**config.mk**
```make
export PLATFORM = sky130hd
export DESIGN_NAME = mapctl_regbank
export DESIGN_NICKNAME = d
export VERILOG_FILES = /design/src/rtl/mapctl_pkg.sv /design/src/rtl/mapctl_decode.sv /design/src/rtl/mapctl_store.sv /design/src/rtl/mapctl_rdport.sv /design/src/rtl/mapctl_regbank.sv
export SDC_FILE = /design/constraint.sdc
export NUM_CORES = 1
export LEC_CHECK = 0
export CAP_MARGIN = 20
export CORE_ASPECT_RATIO = 0.5
export CORE_MARGIN = 5
export CORE_UTILIZATION = 34
export DETAILED_ROUTE_END_ITERATION = 10
export DONT_BUFFER_PORTS = 1
export PLACE_DENSITY_LB_ADDON = 0.3
export RECOVER_POWER = 25
export SLEW_MARGIN = 20
export SYNTH_ARGS = -nofsm -noshare
export SYNTH_HDL_FRONTEND = slang
export SYNTH_SLANG_ARGS = --single-unit
export TNS_END_PERCENT = 30
```
**constraint.sdc**
```tcl
create_clock -name clk -period 3.27 [get_ports clk]
set_clock_uncertainty 0.2 [all_clocks]
set_input_delay 0.4905 -clock clk [delete_from_list [all_inputs] [get_ports clk]]
set_output_delay 0.4905 -clock clk [all_outputs]
set_load 0.03 [all_outputs]
```
**src/rtl/mapctl_pkg.sv**
```systemverilog
package mapctl_pkg;
  localparam int ADDR_W    = 24;
  localparam int DATA_W    = 8;
  localparam int NREG      = 16;
  localparam int IDX_W     = $clog2(NREG);
  localparam int IDX_LSB   = 16;
  localparam int VAL_BIT   = 7;
  localparam logic [ADDR_W-1:0] WIN_MASK  = 24'hF0F000;
  localparam logic [ADDR_W-1:0] WIN_MATCH = 24'h005000;
  localparam int SLOT_IRQF = 0;
  localparam int SLOT_IRQE = 1;
  localparam int STG_LO    = 2;
  localparam int STG_HI    = 13;
  localparam int SLOT_CMT  = 14;
  localparam int SLOT_FGATE = 12;
  localparam int SLOT_FWE  = 13;
  localparam int SLOT_PS0  = 5;
  localparam logic [NREG-1:0] RST_VAL = 16'h0A00;
endpackage

```
**src/rtl/mapctl_decode.sv**
```systemverilog
module mapctl_decode
  import mapctl_pkg::*;
(
  input  logic [ADDR_W-1:0] addr,
  input  logic [DATA_W-1:0] wdata,
  output logic              hit,
  output logic [IDX_W-1:0]  idx,
  output logic              vbit
);
  logic unused_wdata;

  assign hit  = (addr & WIN_MASK) == WIN_MATCH;
  assign idx  = addr[IDX_LSB +: IDX_W];
  assign vbit = wdata[VAL_BIT];
  assign unused_wdata = ^{wdata[VAL_BIT-1:0]};
endmodule

```
**src/rtl/mapctl_store.sv**
```systemverilog
module mapctl_store
  import mapctl_pkg::*;
(
  input  logic             clk,
  input  logic             rst,
  input  logic             wr_en,
  input  logic [IDX_W-1:0] wr_idx,
  input  logic             wr_bit,
  input  logic             commit,
  output logic [NREG-1:0]  staged,
  output logic [NREG-1:0]  active
);
  for (genvar i = 0; i < NREG; i++) begin : g_slot
    if (i >= STG_LO && i <= STG_HI) begin : g_live
      logic stg_q, act_q;
      always_ff @(posedge clk) begin
        if (rst) begin
          stg_q <= RST_VAL[i];
          act_q <= RST_VAL[i];
        end else begin
          if (wr_en && wr_idx == IDX_W'(i)) stg_q <= wr_bit;
          if (commit) act_q <= stg_q;
        end
      end
      assign staged[i] = stg_q;
      assign active[i] = act_q;
    end else begin : g_none
      assign staged[i] = 1'b0;
      assign active[i] = 1'b0;
    end
  end
endmodule

```
**src/rtl/mapctl_rdport.sv**
```systemverilog
module mapctl_rdport
  import mapctl_pkg::*;
(
  input  logic              clk,
  input  logic              rst,
  input  logic              rd_en,
  input  logic              hit,
  input  logic [IDX_W-1:0]  idx,
  input  logic [DATA_W-1:0] open_bus,
  input  logic              irq_flag,
  input  logic              irq_en,
  input  logic [NREG-1:0]   active,
  output logic [DATA_W-1:0] rd_data
);
  logic sel_bit;
  logic [DATA_W-1:0] rd_next;

  always_comb begin
    if (idx == IDX_W'(SLOT_IRQF))      sel_bit = irq_flag;
    else if (idx == IDX_W'(SLOT_IRQE)) sel_bit = irq_en;
    else if (int'(idx) >= STG_LO && int'(idx) <= STG_HI) sel_bit = active[idx];
    else                               sel_bit = 1'b0;
    rd_next = hit ? (DATA_W'(sel_bit) << VAL_BIT) : open_bus;
  end

  always_ff @(posedge clk) begin
    if (rst)        rd_data <= '0;
    else if (rd_en) rd_data <= rd_next;
  end
endmodule

```
**src/rtl/mapctl_regbank.sv**
```systemverilog
module mapctl_regbank
  import mapctl_pkg::*;
(
  input  logic              clk,
  input  logic              rst,
  input  logic [ADDR_W-1:0] bus_addr,
  input  logic [DATA_W-1:0] bus_wdata,
  input  logic              bus_we,
  input  logic              bus_re,
  input  logic [DATA_W-1:0] bus_rdin,
  input  logic              irq_src,
  input  logic              flash_wr_req,
  output logic [DATA_W-1:0] rd_data,
  output logic [NREG-1:0]   map_ctl,
  output logic [1:0]        psram_sel,
  output logic              flash_wr_en,
  output logic              flash_wr_stb,
  output logic              irq_o
);
  logic             hit, vbit, commit, stg_wr;
  logic [IDX_W-1:0] idx;
  logic [NREG-1:0]  stg_bits, act_bits;
  logic             irq_flag_q, irq_en_q, irq_o_q, stb_q;

  mapctl_decode u_dec (
    .addr(bus_addr), .wdata(bus_wdata), .hit(hit), .idx(idx), .vbit(vbit)
  );

  assign stg_wr = bus_we && hit && int'(idx) >= STG_LO && int'(idx) <= STG_HI;
  assign commit = bus_we && hit && idx == IDX_W'(SLOT_CMT) && vbit;

  mapctl_store u_store (
    .clk(clk), .rst(rst), .wr_en(stg_wr), .wr_idx(idx), .wr_bit(vbit),
    .commit(commit), .staged(stg_bits), .active(act_bits)
  );

  mapctl_rdport u_rd (
    .clk(clk), .rst(rst), .rd_en(bus_re), .hit(hit), .idx(idx),
    .open_bus(bus_rdin), .irq_flag(irq_flag_q), .irq_en(irq_en_q),
    .active(act_bits), .rd_data(rd_data)
  );

  always_ff @(posedge clk) begin
    if (rst) begin
      irq_flag_q <= 1'b0;
      irq_en_q   <= 1'b0;
      irq_o_q    <= 1'b0;
      stb_q      <= 1'b0;
    end else begin
      irq_flag_q <= irq_src;
      if (bus_we && hit && idx == IDX_W'(SLOT_IRQE)) irq_en_q <= vbit;
      irq_o_q    <= irq_flag_q & irq_en_q;
      stb_q      <= flash_wr_req & act_bits[SLOT_FGATE];
    end
  end

  assign map_ctl      = act_bits;
  assign psram_sel    = act_bits[SLOT_PS0 +: 2];
  assign flash_wr_en  = act_bits[SLOT_FWE];
  assign flash_wr_stb = stb_q;
  assign irq_o        = irq_o_q;
endmodule

```
==> results of run 1 <==
==> layout by cell type, fill, tap and decap left out, types with 2 or more instances in the layout <==
master,synthesis,routed
nor3_1,4,4
o311ai_0,2,2
or3_1,3,3
and2_1,2,2
a21oi_1,7,7
nand4_1,5,5
conb_1,1,4
o21ai_0,2,2
and3_1,2,2
nor2b_1,11,11
a221oi_1,2,2
mux2i_1,28,28
and4_1,2,2
dfxtp_1,36,36
inv_1,4,4
clkbuf_8,0,5
nand2_1,17,17
nor2_1,24,24
==> flip-flops by register name (all words and copies together), names as in the netlist <==
name	count
u_store.g_slot.g_live.act_q	12
irq_flag_q	1
irq_en_q	1
irq_o	1
flash_wr_stb	1
u_store.g_slot.g_live.stg_q	12
u_rd.rd_data	8
==> worst max-delay path by stage <==
stage / start / to / slack, ps / depth (start not counted)
floorplan: bus_addr[23] / u_store.g_slot[11].g_live.act_q$_SDFFE_PP1P_ / 1390 / 5
CTS: bus_addr[23] / u_store.g_slot[9].g_live.act_q$_SDFFE_PP1P_ / 1320 / 5
detailed placement: bus_addr[23] / u_store.g_slot[9].g_live.act_q$_SDFFE_PP1P_ / 1020 / 5
global placement: bus_addr[23] / u_store.g_slot[9].g_live.act_q$_SDFFE_PP1P_ / 1060 / 5
global route: bus_addr[23] / u_store.g_slot[9].g_live.act_q$_SDFFE_PP1P_ / 1150 / 5
finish: bus_addr[23] / u_store.g_slot[9].g_live.act_q$_SDFFE_PP1P_ / 1330 / 5
==> layer usage <==
metal  track usage (%)  wire length, um  share of wire [%]  vias up
met5                 0                0                  0        -
met4              4.21               26               0.66        0
met3              4.68              309                7.9        2
met2              20.8             1860                 47       32
met1              14.2             1730                 44      575
li1                  -                -                  -      612
==> power breakdown <==
| part | internal [mW] | switching, mW |
|---|---|---|
| registers | 0.445 | 0.0144 |
| logic | 0.0156 | 0.0271 |
| clock network | 0.145 | 0.146 |
| total | 0.605 | 0.187 |
==> per-stage QoR <==
stage / total power [mW] / instance area (um^2) / std cells
after global routing: 0.827 / 1740 / 246
after floorplan: 0.516 / 1740 / 195
after global placement: 0.510 / 1660 / 239
final: 0.792 / 1740 / 246
after CTS: 0.804 / 1740 / 246
after detailed placement: 0.511 / 1660 / 239
==> cells by family (layout without fill, tap and decap cells) <==
logic type / count (synthesis) / in the layout
buffers and inverters: 32 / 13
AOI/OAI and AO/OA: 21 / 21
other: 1 / 4
and+or+nand+nor: 74 / 74
muxes: 28 / 28
DFF: 36 / 36
==> critical path, delay by kind of cell <==
family        cells  cell delay [ps]
simple gates      3              920
mux               1              150
buf+inv           1              320
==> area by class of cell <==
type | instances | share of cell area, %
inverters | 5 | 1.08
flip-flops and latches | 36 | 41.4
clock inverters | 1 | 0.287
repair buffers | 1 | 0.431
well taps | 70 | 5.03
clock buffers | 6 | 4.17
multi-input cells | 127 | 47.6
==> flow_summary_export.csv, run 1 <==
group,metric,value,unit
cts,cts_tree,"done",
cts,root_buffer,"clkbuf_8",
floorplanning,die_y,60.4,um
global_route,grt_max_degree,23,
final_layout,num_antenna_cells,0,
routing,via_per_inst,4.96,
setup_path,cp-start-kind,"input port",
global_route,grt_pass1_vias,1242,
sta,tightestPinTransition,658,ps
final_layout,final_core_util,35.3,%
synth,syn_avg_cell_area,9.01,um^2
synth,synthSimpleGateAreaFrac,22.3,%
sta,tns,0,ps
final_layout,area_growth_syn_to_layout,0.651,%
synth,synth.most_common_cell,"dfxtp_1",
cts,numClockSinks,36,
synth,synth_cell_type_count,33,
synth,synth_edf_count,0,
sta,period_needed,1940,ps
placement,io_buffers,0,
routing,drt-wirelength-per-cell,16.0,um
cts,cts_resized,0,
cts,ctsLongestPathBuffers,2,
power,leakagePower,0.774,nW
cts,clk_pin_slew,70,ps
synth,async_reset_ff_share,0,%
run,drv_cap,0,
floorplanning,initial_core_util,35.1,%
synth,yosys_warnings,0,
setup_path,reg2regPathDepth,4,
worst_hold_path,hp-start,"rst",
global_route,overflow,0,
synth,synthFlopType,"dfxtp_1",
global_route,track_usage,12.1,%
setup_path,required,3230,ps
setup_path,crit_arrival,1900,ps
sta,rsz0062_at_grt,"no",
sta,finalHoldViolCount,0,
setup_path,r2r_start,"u_store.g_slot[5].g_live.act_q$_SDFFE_PP0P_",
synth,synth_area_leaders,"dfxtp_1 42%, mux2i_1 16%, buf_4 7.8%",
placement,globalplace.congestion,0.858,
sta,drv_slew,0,
worst_hold_path,hold_end,"irq_flag_q$_SDFF_PP0_",
synth,synth_mux_area_share,16.2,%
synth,synth_compound_area_share,8.53,%
sta,setup_viol,0,
final_layout,multi_input_area,830,um^2
routing,ant_nets,0,
worst_hold_path,holdCritPathClass,"in2reg",
floorplanning,row_count,18,
power,peakVddDrop,188,uV
sta,holdWs,70.6,ps
synth,ys_top_cells_by_count,"36 x dfxtp_1, 28 x mux2i_1, 24 x nor2_1",
final_layout,register_area,721,um^2
synth,ys_seq_area_share,41.6,%
routing,finalWirelength,3930,um
synth,synth_xor_area_share,0,%
floorplanning,dieArea,0.00670,mm^2
floorplanning,io_pins,75,
placement,dp_slack,1020,ps
synth,yosys.area.top_type,"dfxtp_1",
synth,synth-seq-cells,36,
synth,synth_cells,192,
sta,max_slew_margin,56.1,%
sta,setup_ws,1330,ps
placement,dpl.hpwl,2820,um
floorplanning,die_w,111,um
routing,vias,1221,
cts,hold_buffers,0,
power,p_per_area,455,mW/mm^2
setup_path,path_cells,"nor4_4, nand4_1, buf_4, mux2i_1, nand2_1",
floorplanning,core,0.00493,mm^2
global_route,grt_antenna_before_repair,0,
setup_path,endpoint_kind,"flop",
setup_path,crit_type,"in2reg",
setup_path,slowest_delay,460,ps
routing,dr.pass1.iters,4,
synth,synth.top_cell.area_share,41.6,%
setup_path,r2r_end,"u_rd.rd_data[7]$_SDFFE_PP0P_",
final_layout,fillers,505,
cts,clock_latency,280,ps
cts,postCtsSetupBuffers,0,
synth,synthAdderAreaFrac,0,%
cts,cts_buffers,5,
routing,drt_iter0_markers,54,
global_route,grt_pass1_wl,6380,um
synth,netlist_area,0.00173,mm^2
setup_path,worstPathMaxFanout,8,
final_layout,drive_above_1_share,6.25,%
sta,post-route-period-util,59.4,%
routing,drc,0,
cts,htree_levels,2,
synth,synth_top_family_by_area,"simple AND/OR/NAND/NOR gates",
sta,timing.fmax,515,MHz
setup_path,r2r_slack,1380,ps
setup_path,crit_slowest_cell,"nor4_4",
outcome,status,"finished clean",
worst_hold_path,hold_depth,1,
final_layout,finalNetCount,222,
Power figures use the tool's default switching activity.
==> run 2: changes to the inputs <==
==> constraint.sdc (replaced) <==
create_clock -name clk -period 1.9 [get_ports clk]
set_clock_uncertainty 0.2 [all_clocks]
set_input_delay 0.285 -clock clk [delete_from_list [all_inputs] [get_ports clk]]
set_output_delay 0.285 -clock clk [all_outputs]
set_load 0.03 [all_outputs]
==> flow_summary_export.csv, run 2 (synthesis results as in run 1) <==
group,metric,value,unit
outcome,status,"finished clean",
routing,via_per_inst,4.84,
floorplanning,die_w,111,um
final_layout,drive_above_1_share,11.4,%
sta,timing.fmax,583,MHz
global_route,grt_util_met3,4.48,%
floorplanning,core,0.00493,mm^2
run,drv_cap,0,
cts,cts_tree,"done",
power,leakagePower,0.926,nW
setup_path,crit_arrival,1660,ps
global_route,grt_antenna_before_repair,0,
sta,post-route-period-util,90.3,%
final_layout,reg_top3,"u_store.g_slot.g_live.act_q (12), u_store.g_slot.g_live.stg_q (12), u_rd.rd_data (8)",
global_route,grt.busiest_layer,"met2",
cts,clock_latency,280,ps
worst_hold_path,hold_depth,2,
global_route,use_met1,15.4,%
final_layout,area_growth_syn_to_layout,19.2,%
setup_path,cp-start-kind,"input port",
sta,max_slew_margin,44.5,%
sta,drv_slew,0,
placement,globalplace.congestion,0.848,
sta,rsz0062_at_grt,"no",
routing,drt_iter0_markers,80,
sta,tightestPinTransition,830,ps
setup_path,reg2regPathDepth,4,
floorplanning,dieArea,0.00670,mm^2
cts,ctsLongestPathBuffers,2,
global_route,grt_max_degree,22,
cts,htree_levels,2,
cts,numClockSinks,36,
sta,tns,0,ps
worst_hold_path,holdCritPathClass,"in2reg",
floorplanning,initial_core_util,35.1,%
power,total_power,1.63,mW
final_layout,final_cell_mix,"36 x dfxtp_1, 28 x mux2i_1, 24 x nor2_1, 17 x nand2_1, 17 x dlygate4sd3_1",
cts,root_buffer,"clkbuf_8",
routing,ant_nets,0,
setup_path,r2r_start,"u_rd.rd_data[0]$_SDFFE_PP0P_",
final_layout,final_common_cell,"dfxtp_1",
sta,finalHoldViolCount,0,
setup_path,crit_type,"in2reg",
floorplanning,row_count,18,
routing,drt-wirelength-per-cell,15.0,um
floorplanning,io_pins,75,
power,p_per_area,792,mW/mm^2
routing,dr.pass1.iters,4,
placement,dpl.hpwl,2840,um
routing,drc,0,
setup_path,worstPathMaxFanout,7,
routing,vias,1356,
power,peakVddDrop,280,uV
cts,cts_buffers,5,
final_layout,num_antenna_cells,0,
floorplanning,die_y,60.4,um
global_route,overflow,0,
global_route,track_usage,12.9,%
placement,io_buffers,0,
cts,clk_pin_slew,70,ps
placement,placedCellCount,253,
final_layout,stdcell_count,280,
setup_path,endpoint_kind,"flop",
worst_hold_path,hp-start,"bus_addr[17]",
global_route,grt_pass1_vias,1302,
final_layout,finalNetCount,255,
routing,finalWirelength,4190,um
global_route,grt_pass1_wl,6620,um
sta,setup_viol,0,
setup_path,required,1850,ps
sta,period_needed,1720,ps
setup_path,setup.worst_path.start,"bus_addr[20]",
global_route,gr-usage-met2,21.6,%
## run 2: changes by cell type in the layout (fill, tap and decap cells not counted), sizes merged
cell and change:
dlygate4sd3 +17, buf +10, clkbuf +7, bufinv +1, clkinv -1
## run 2: metrics by stage
| stage | hold slack (ps) | setup WS (ps) | area (um^2) | util (%) |
|---|---|---|---|---|
| 2_1_floorplan | 213 | 229 | 1740 | - |
| 3_3_place_gp | 159 | 162 | 1770 | 35.9 |
| 3_5_place_dp | 160 | 146 | 1770 | 35.9 |
| 4_1_cts | 2.61 | 29.4 | 2070 | 41.9 |
| 5_1_grt | 5.01 | 61.1 | 2060 | 41.8 |
| 6_report | 9.13 | 184 | 2060 | 41.8 |
## run 2: layout make-up
cell class / count / area (um^2)
Clock buffer: 7 / 96.3
Timing Repair Buffer: 34 / 275
Inverter: 5 / 18.8
Tap cell: 70 / 87.6
Sequential cell: 36 / 721
Multi-Input combinational cell: 127 / 833
Fill cell: 496 / 2870
Clock inverter: 1 / 30.0
## run 2: layer usage
| layer | share of wire [%] | up-vias |
|---|---|---|
| met3 | 8.0 | 7 |
| met1 | 44 | 632 |
| li1 | - | 675 |
| met5 | 0 | - |
| met4 | 1.6 | 0 |
| met2 | 47 | 42 |
## run 2: where the power goes
group          switching, mW  internal (mW)  total (mW)
registers             0.0247          0.765       0.790
logic                 0.0641         0.0560       0.120
clock network          0.261          0.463       0.724
## run 2: worst paths after layout
path	endpoint	slack, ps
setup / recovery	u_rd.rd_data[4]$_SDFFE_PP0P_	180
hold / removal	irq_en_q$_SDFFE_PP0P_	9
setup reg to reg	u_rd.rd_data[0]$_SDFFE_PP0P_	250
hold reg to reg	u_store.g_slot[13].g_live.stg_q$_SDFFE_PP0P_	260
## run 2: critical path: stages
cell           delay, ps
nor4_4               320
buf_4                190
a21boi_2             110
a21oi_1              160
dlygate4sd3_1        560
nor2_1                40
## run 2: timing repair
item | CTS | global route
hold buffers | 17 | 0
endpoints found under the setup margin | 0 | 2
hold endpoints to repair | 26 | 0
gates resized for setup | 0 | 1
setup buffers | 0 | 2
